$ cat config.mk
export PLATFORM = sky130hd
export DESIGN_NAME = intx_aggregator
export DESIGN_NICKNAME = d
export VERILOG_FILES = /design/src/rtl/intx_pkg.sv /design/src/rtl/intx_port_track.sv /design/src/rtl/intx_line_queue.sv /design/src/rtl/intx_up_arb.sv /design/src/rtl/intx_aggregator.sv
export SDC_FILE = /design/constraint.sdc
export NUM_CORES = 1
export LEC_CHECK = 0
export BUFFER_PORTS_ARGS = -buffer_cell sky130_fd_sc_hd__clkbuf_2
export CORE_ASPECT_RATIO = 0.9
export CORE_MARGIN = 2
export CORE_UTILIZATION = 40
export CTS_BUF_LIST = sky130_fd_sc_hd__clkbuf_4 sky130_fd_sc_hd__clkbuf_8
export DETAILED_ROUTE_END_ITERATION = 10
export MAX_ROUTING_LAYER = met4
export SYNTH_ARGS = -nofsm -noshare
export SYNTH_HDL_FRONTEND = slang
export SYNTH_HIERARCHICAL = 1
export SYNTH_SLANG_ARGS = --single-unit
$ cat constraint.sdc
create_clock -name clk -period 4.6 [get_ports clk]
set_input_delay 0 -clock clk [delete_from_list [all_inputs] [get_ports clk]]
set_output_delay 0 -clock clk [all_outputs]
set_load 0.02 [all_outputs]
$ cat src/rtl/intx_pkg.sv
package intx_pkg;
  localparam int INTX_LINES = 4;
  localparam int LINE_W     = 2;

  typedef enum logic [LINE_W-1:0] {
    INTX_A = 2'd0,
    INTX_B = 2'd1,
    INTX_C = 2'd2,
    INTX_D = 2'd3
  } intx_line_e;

  // Lowest set request index; A has the highest priority.
  function automatic logic [LINE_W-1:0] lowest_set(logic [INTX_LINES-1:0] req);
    logic [LINE_W-1:0] idx;
    idx = '0;
    for (int i = INTX_LINES - 1; i >= 0; i--) begin
      if (req[i]) idx = LINE_W'(i);
    end
    return idx;
  endfunction

  // Next queued-change count: a grant removes one, a level change adds one,
  // and a change into a full queue cancels the newest queued change.
  function automatic int pend_next(int cnt, logic chg, logic take, int cap);
    int n;
    n = take ? cnt - 1 : cnt;
    if (chg) n = (n == cap) ? n - 1 : n + 1;
    return n;
  endfunction
endpackage

$ cat src/rtl/intx_port_track.sv
module intx_port_track
  import intx_pkg::*;
(
  input  logic                  clk,
  input  logic                  rst_n,
  input  logic                  hit,
  input  logic [LINE_W-1:0]     line,
  input  logic                  is_assert,
  input  logic                  mask_we,
  input  logic [INTX_LINES-1:0] mask_wdata,
  output logic [INTX_LINES-1:0] state,
  output logic [INTX_LINES-1:0] mask,
  output logic                  dup_evt,
  output logic                  orphan_evt
);
  logic [INTX_LINES-1:0] line_hit;

  for (genvar l = 0; l < INTX_LINES; l++) begin : g_line
    assign line_hit[l] = hit && (line == LINE_W'(l));

    always_ff @(posedge clk) begin
      if (!rst_n) begin
        state[l] <= 1'b0;
      end else if (line_hit[l]) begin
        if (is_assert && !state[l])      state[l] <= 1'b1;
        else if (!is_assert && state[l]) state[l] <= 1'b0;
      end
    end
  end

  always_ff @(posedge clk) begin
    if (!rst_n)       mask <= '0;
    else if (mask_we) mask <= mask_wdata;
  end

  assign dup_evt    = is_assert  && |(line_hit & state);
  assign orphan_evt = !is_assert && |(line_hit & ~state);
endmodule

$ cat src/rtl/intx_line_queue.sv
module intx_line_queue
  import intx_pkg::*;
#(
  parameter int NUM_PORTS = 4,
  parameter int PEND_W    = 3
) (
  input  logic                 clk,
  input  logic                 rst_n,
  input  logic [NUM_PORTS-1:0] contrib,
  input  logic                 take,
  output logic                 level,
  output logic                 level_q,
  output logic                 change,
  output logic                 sent_lvl,
  output logic                 pending,
  output logic [PEND_W-1:0]    cnt
);
  localparam int CAP = (1 << PEND_W) - 1;

  assign level   = |contrib;
  assign change  = level ^ level_q;
  assign pending = (cnt != '0);

  always_ff @(posedge clk) begin
    if (!rst_n) begin
      level_q  <= 1'b0;
      sent_lvl <= 1'b0;
      cnt      <= '0;
    end else begin
      level_q <= level;
      cnt     <= PEND_W'(pend_next(int'(cnt), change, take, CAP));
      if (take) sent_lvl <= ~sent_lvl;
    end
  end
endmodule

$ cat src/rtl/intx_up_arb.sv
module intx_up_arb
  import intx_pkg::*;
(
  input  logic                  clk,
  input  logic                  rst_n,
  input  logic [INTX_LINES-1:0] pending,
  input  logic [INTX_LINES-1:0] sent_lvl,
  input  logic                  up_ready,
  output logic                  up_valid,
  output logic [LINE_W-1:0]     up_line,
  output logic                  up_assert,
  output logic [INTX_LINES-1:0] take
);
  logic              held_q;
  intx_line_e        held_line_q;
  intx_line_e        pick;

  assign pick      = held_q ? held_line_q : intx_line_e'(lowest_set(pending));
  assign up_valid  = |pending;
  assign up_line   = pick;
  assign up_assert = ~sent_lvl[pick];
  assign take      = (up_valid && up_ready) ? (INTX_LINES'(1) << pick) : '0;

  always_ff @(posedge clk) begin
    if (!rst_n) begin
      held_q      <= 1'b0;
      held_line_q <= INTX_A;
    end else begin
      held_q      <= up_valid && !up_ready;
      held_line_q <= pick;
    end
  end
endmodule

$ cat src/rtl/intx_aggregator.sv
module intx_aggregator
  import intx_pkg::*;
#(
  parameter  int NUM_PORTS = 4,
  parameter  int PEND_W    = 3,
  localparam int PORT_W    = (NUM_PORTS > 1) ? $clog2(NUM_PORTS) : 1,
  localparam int STAT_W    = NUM_PORTS * INTX_LINES
) (
  input  logic                  clk,
  input  logic                  rst_n,
  input  logic                  msg_valid,
  input  logic [PORT_W-1:0]     msg_port,
  input  logic [LINE_W-1:0]     msg_line,
  input  logic                  msg_assert,
  input  logic                  cfg_mask_we,
  input  logic [PORT_W-1:0]     cfg_mask_port,
  input  logic [INTX_LINES-1:0] cfg_mask_data,
  output logic                  up_valid,
  input  logic                  up_ready,
  output logic [LINE_W-1:0]     up_line,
  output logic                  up_assert,
  output logic [STAT_W-1:0]     stat_port_bits,
  output logic [STAT_W-1:0]     stat_mask_bits,
  output logic [INTX_LINES-1:0] stat_line_level,
  output logic                  stat_err_dup,
  output logic                  stat_err_orphan
);
  logic [NUM_PORTS-1:0]                  dup_vec;
  logic [NUM_PORTS-1:0]                  orphan_vec;
  logic [INTX_LINES-1:0][NUM_PORTS-1:0]  line_contrib;
  logic [INTX_LINES-1:0]                 line_take;
  logic [INTX_LINES-1:0]                 lvl_q;
  logic [INTX_LINES-1:0]                 line_change;
  logic [INTX_LINES-1:0]                 sent_lvl;
  logic [INTX_LINES-1:0]                 line_pend;
  logic [INTX_LINES-1:0][PEND_W-1:0]     pend_cnt;

  for (genvar p = 0; p < NUM_PORTS; p++) begin : g_port
    logic hit;
    logic mhit;
    assign hit  = msg_valid   && (msg_port      == PORT_W'(p));
    assign mhit = cfg_mask_we && (cfg_mask_port == PORT_W'(p));

    intx_port_track u_track (
      .clk        (clk),
      .rst_n      (rst_n),
      .hit        (hit),
      .line       (msg_line),
      .is_assert  (msg_assert),
      .mask_we    (mhit),
      .mask_wdata (cfg_mask_data),
      .state      (stat_port_bits[p*INTX_LINES +: INTX_LINES]),
      .mask       (stat_mask_bits[p*INTX_LINES +: INTX_LINES]),
      .dup_evt    (dup_vec[p]),
      .orphan_evt (orphan_vec[p])
    );

    for (genvar l = 0; l < INTX_LINES; l++) begin : g_contrib
      assign line_contrib[l][p] = stat_port_bits[p*INTX_LINES + l]
                                & ~stat_mask_bits[p*INTX_LINES + l];
    end
  end

  for (genvar l = 0; l < INTX_LINES; l++) begin : g_line
    intx_line_queue #(
      .NUM_PORTS (NUM_PORTS),
      .PEND_W    (PEND_W)
    ) u_queue (
      .clk      (clk),
      .rst_n    (rst_n),
      .contrib  (line_contrib[l]),
      .take     (line_take[l]),
      .level    (stat_line_level[l]),
      .level_q  (lvl_q[l]),
      .change   (line_change[l]),
      .sent_lvl (sent_lvl[l]),
      .pending  (line_pend[l]),
      .cnt      (pend_cnt[l])
    );
  end

  intx_up_arb u_arb (
    .clk       (clk),
    .rst_n     (rst_n),
    .pending   (line_pend),
    .sent_lvl  (sent_lvl),
    .up_ready  (up_ready),
    .up_valid  (up_valid),
    .up_line   (up_line),
    .up_assert (up_assert),
    .take      (line_take)
  );

  always_ff @(posedge clk) begin
    if (!rst_n) begin
      stat_err_dup    <= 1'b0;
      stat_err_orphan <= 1'b0;
    end else begin
      if (|dup_vec)    stat_err_dup    <= 1'b1;
      if (|orphan_vec) stat_err_orphan <= 1'b1;
    end
  end
endmodule

==> impl_metrics.csv <==
group,metric,value,unit
sta,hold_viol_final,0,
sta,min_period,2.76,ns
worst_setup_path,rrSetupSlack,1.84,ns
sta,worst_slack,1.84,ns
clocking,cts_resized,0,
logic_synthesis,ys_seq_elements,57,
hold_path,min_to,"g_port[3].u_track/mask[2]",
final_layout,syn2layout_area_growth,17.9,%
logic_synthesis,synthDistinctLibCells,35,
logic_synthesis,synth_cells,380,
logic_synthesis,yosys.area_share.adder,8.46,%
sta,final.period_utilization,60.0,%
logic_synthesis,synth_area_per_cell,9.34,um^2
clocking,root_buffer,"clkbuf_8",
clocking,cts_tree,"yes",
logic_synthesis,synth_top_family_by_area,"simple AND/OR/NAND/NOR gates",
placed_design,io_buffers,57,
clocking,cts_max_level,3,
logic_synthesis,synth-xor-area-share,3.95,%
final_layout,fin_cells,566,
logic_synthesis,syn_nets,420,
hold_path,min-delay-start,"cfg_mask_data[2]",
clocking,cts_buffer_depth,2,
logic_synthesis,synth-compound-area-share,6.34,%
logic_synthesis,syn_area,3550,um^2
route,routed_via_density,5.10,
clocking,path_clk_slew,0.07,ns
logic_synthesis,yosysSeqAreaShare,32.1,%
hold_path,hold_path_depth,3,
worst_setup_path,timing_worst_setup_path_type,"reg2reg",
sta,max_freq,362,MHz
worst_setup_path,cp_common_cell,"nand2b_1",
floorplan,row_count,32,
logic_synthesis,synth_edf_count,0,
worst_setup_path,critical_path_required,4.82,ns
sta,finalSetupViolations,0,
power,finalPower,0.00152,W
route,firstDrtPassIters,4,
placed_design,gp_congestion,0.874,
worst_setup_path,cp-start-kind,"flop",
route,wl_per_cell,14.7,um
floorplan,coreArea,8610,um^2
global_route,grt_pass1_vias,2891,
placed_design,post-dp-hpwl,6100,um
worst_setup_path,rr_worst_depth,9,
global_route,overflow,0,
hold_path,hp-class,"in2reg",
sta,totalNegativeSetupSlack,0,ns
power,total_leakage_power,1.88,nW
global_route,grt_use_total,19.4,%
route,totalWireLength,8330,um
clocking,cts.sinks,57,
sta,skew,0.00919,ns
route,via_count,2887,
global_route,grt_max_degree,47,
final_layout,n_antenna_cell,0,
placed_design,dp_cells,549,
final_layout,post_route_cells_drive_above_1_share,20.8,%
logic_synthesis,synth_simple_gate_area_share,31.1,%
final_layout,utilization,48.6,%
global_route,antenna_found_initial,0,
worst_setup_path,cp_cell_sequence,"inv_1 -> ha_1 -> nand2b_1 -> a21oi_1 -> o31ai_2 -> nor3b_1 -> xnor2_1 -> nand2b_1 -> mux2_1",
logic_synthesis,yosys_warnings,6,
worst_setup_path,cp_max_fo,7,
run,cap_violations,0,
outcome,outcome,"complete, no violations",
route,drtAntennaViolNets,0,
logic_synthesis,synth_async_sr_flop_share,0,%
worst_setup_path,cp.arrival,2.98,ns
sta,grt_setup_unrepaired,"false",
power,pwr_density_cell,363,nW/um^2
sta,max_slew_margin,36.0,%
floorplan,die_y,93.4,um
worst_setup_path,r2r-start,"g_line[1].u_queue/cnt[0]",
floorplan,initial_utilization,41.2,%
logic_synthesis,muxShareOfSynthArea,13.7,%
route,drt-initial-drc-count,74,
final_layout,nFillCells,865,
placed_design,dp_slack,1.83,ns
floorplan,die_x,103,um
floorplan,die-area,9650,um^2
sta,worst_pin_slew,0.959,ns
floorplan,io_pins,58,
worst_setup_path,timing.rr.end,"g_line[1].u_queue/cnt[1]",
final_layout,nets,482,
clocking,cts_inserted_buffers,9,
logic_synthesis,yosys_most_used_dff,"dfxtp_1",
worst_setup_path,cp-end-kind,"flop",
worst_setup_path,max_stage_delay,0.61,ns
worst_setup_path,slowest_stage,"nor3b_1",
route,drc,0,
global_route,grt_pass1_wl,14100,um
sta,drv_slew,0,
clocking,clk_latency,0.34,ns
power,irDropWorstVdd,0.150,mV
## placed cells by master, fill, tap and decap left out, drive strengths merged, types with 4 or more instances in the layout
master / n
nor2: 5
a211o: 4
nand4b: 4
and2: 6
and3: 10
mux2: 5
ha: 24
nand2b: 20
nor3b: 7
a21boi: 4
xor2: 4
and3b: 7
nand3: 5
xnor2: 12
a21oi: 17
nor2b: 33
mux4: 4
nand2: 42
and4bb: 8
clkbuf: 71
and2b: 4
nor4b: 4
nor4: 8
inv: 33
dfxtp: 57
mux2i: 34
o21ai: 4
## cell usage after synthesis (5+ instances only)
library cell,number,share of area (%)
nor2b_1,33,5.8
and2_1,6,1.1
and3b_1,7,1.7
a21oi_1,17,2.4
nand2_1,42,4.4
nor2_1,5,0.53
and3_1,10,1.8
and4bb_1,8,2.8
clkbuf_1,8,0.85
dfxtp_1,57,32
nand2b_1,20,3.5
mux2i_1,34,9.6
xnor2_1,12,3.0
ha_1,24,8.5
inv_1,33,3.5
nand3_1,5,0.70
## stage by stage
stage,area (um^2),hold WS [ns]
after floorplan,3550,0.117
after global placement,3960,0.322
after detailed placement,3960,0.322
after CTS,4190,0.00690
after global routing,4190,0.0225
final,4190,0.0200
## cell type report
| class | count | area, um^2 | area share (%) |
|---|---|---|---|
| inverters | 33 | 124 | 2.96 |
| multi-input cells | 282 | 2250 | 53.9 |
| clock buffers | 14 | 180 | 4.30 |
| clock inverters | 2 | 35.0 | 0.837 |
| repair buffers | 59 | 303 | 7.23 |
| flip-flops and latches | 57 | 1140 | 27.3 |
| well taps | 119 | 149 | 3.56 |
## routing by layer
metal / global-route usage, % / share of wire, % / up-vias
met4: 6.14 / 1.5 / 0
met3: 5.16 / 4.6 / 13
met1: 24.8 / 48 / 1378
met2: 30.1 / 46 / 63
li1: - / - / 1433
met5: - / 0 / -
## how the worst max path moves through the flow
stage	from	to	slack [ns]
2_1_floorplan	g_line[1].u_queue/cnt[0]	g_line[1].u_queue/cnt[1]	1.96
3_3_place_gp	g_line[1].u_queue/cnt[0]	g_line[1].u_queue/cnt[1]	1.98
3_5_place_dp	g_line[1].u_queue/cnt[0]	g_line[1].u_queue/cnt[1]	1.83
4_1_cts	g_line[1].u_queue/cnt[0]	g_line[1].u_queue/cnt[1]	1.81
5_1_grt	g_line[1].u_queue/cnt[0]	g_line[1].u_queue/cnt[1]	1.57
6_report	g_line[1].u_queue/cnt[0]	g_line[1].u_queue/cnt[1]	1.84
## state kept, by name, summed over array words and instances (netlist names)
signal                   count
g_port.u_track/mask         16
g_line.u_queue/sent_lvl      4
u_arb/held_line_q            2
g_line.u_queue/level_q       4
g_port.u_track/state        16
u_arb/held_q                 1
stat_err_orphan              1
stat_err_dup                 1
g_line.u_queue/cnt          12
## power by group
| part | internal [W] | leakage, nW | total, W | switching (W) |
|---|---|---|---|---|
| clock | 0.000306 | 0.114 | 0.000504 | 0.000198 |
| combinational | 0.000185 | 1.30 | 0.000447 | 0.000262 |
| sequential | 0.000534 | 0.462 | 0.000569 | 0.0000355 |
## critical path, delay by kind of cell (launching register included)
family          cells  cell delay, ns
flops               1            0.36
compound gates      2            0.50
buf+inv             1            0.09
mux                 1            0.31
fa+ha+maj           1            0.19
simple gates        3            0.97
xor+xnor            1            0.21
## timing repair
| action | 4_1_cts | 5_1_grt |
|---|---|---|
| setup buffers | 0 | 0 |
| hold buffers | 1 | 0 |
| endpoints found under the hold margin | 1 | 0 |
## kinds of logic after synthesis
family          Yosys count
compound gates           33
mux                      43
fa+ha+maj                24
buf+inv                  41
simple gates            166
flops                    57
xor+xnor                 16
No activity file was read; power rests on OpenSTA's default activity.
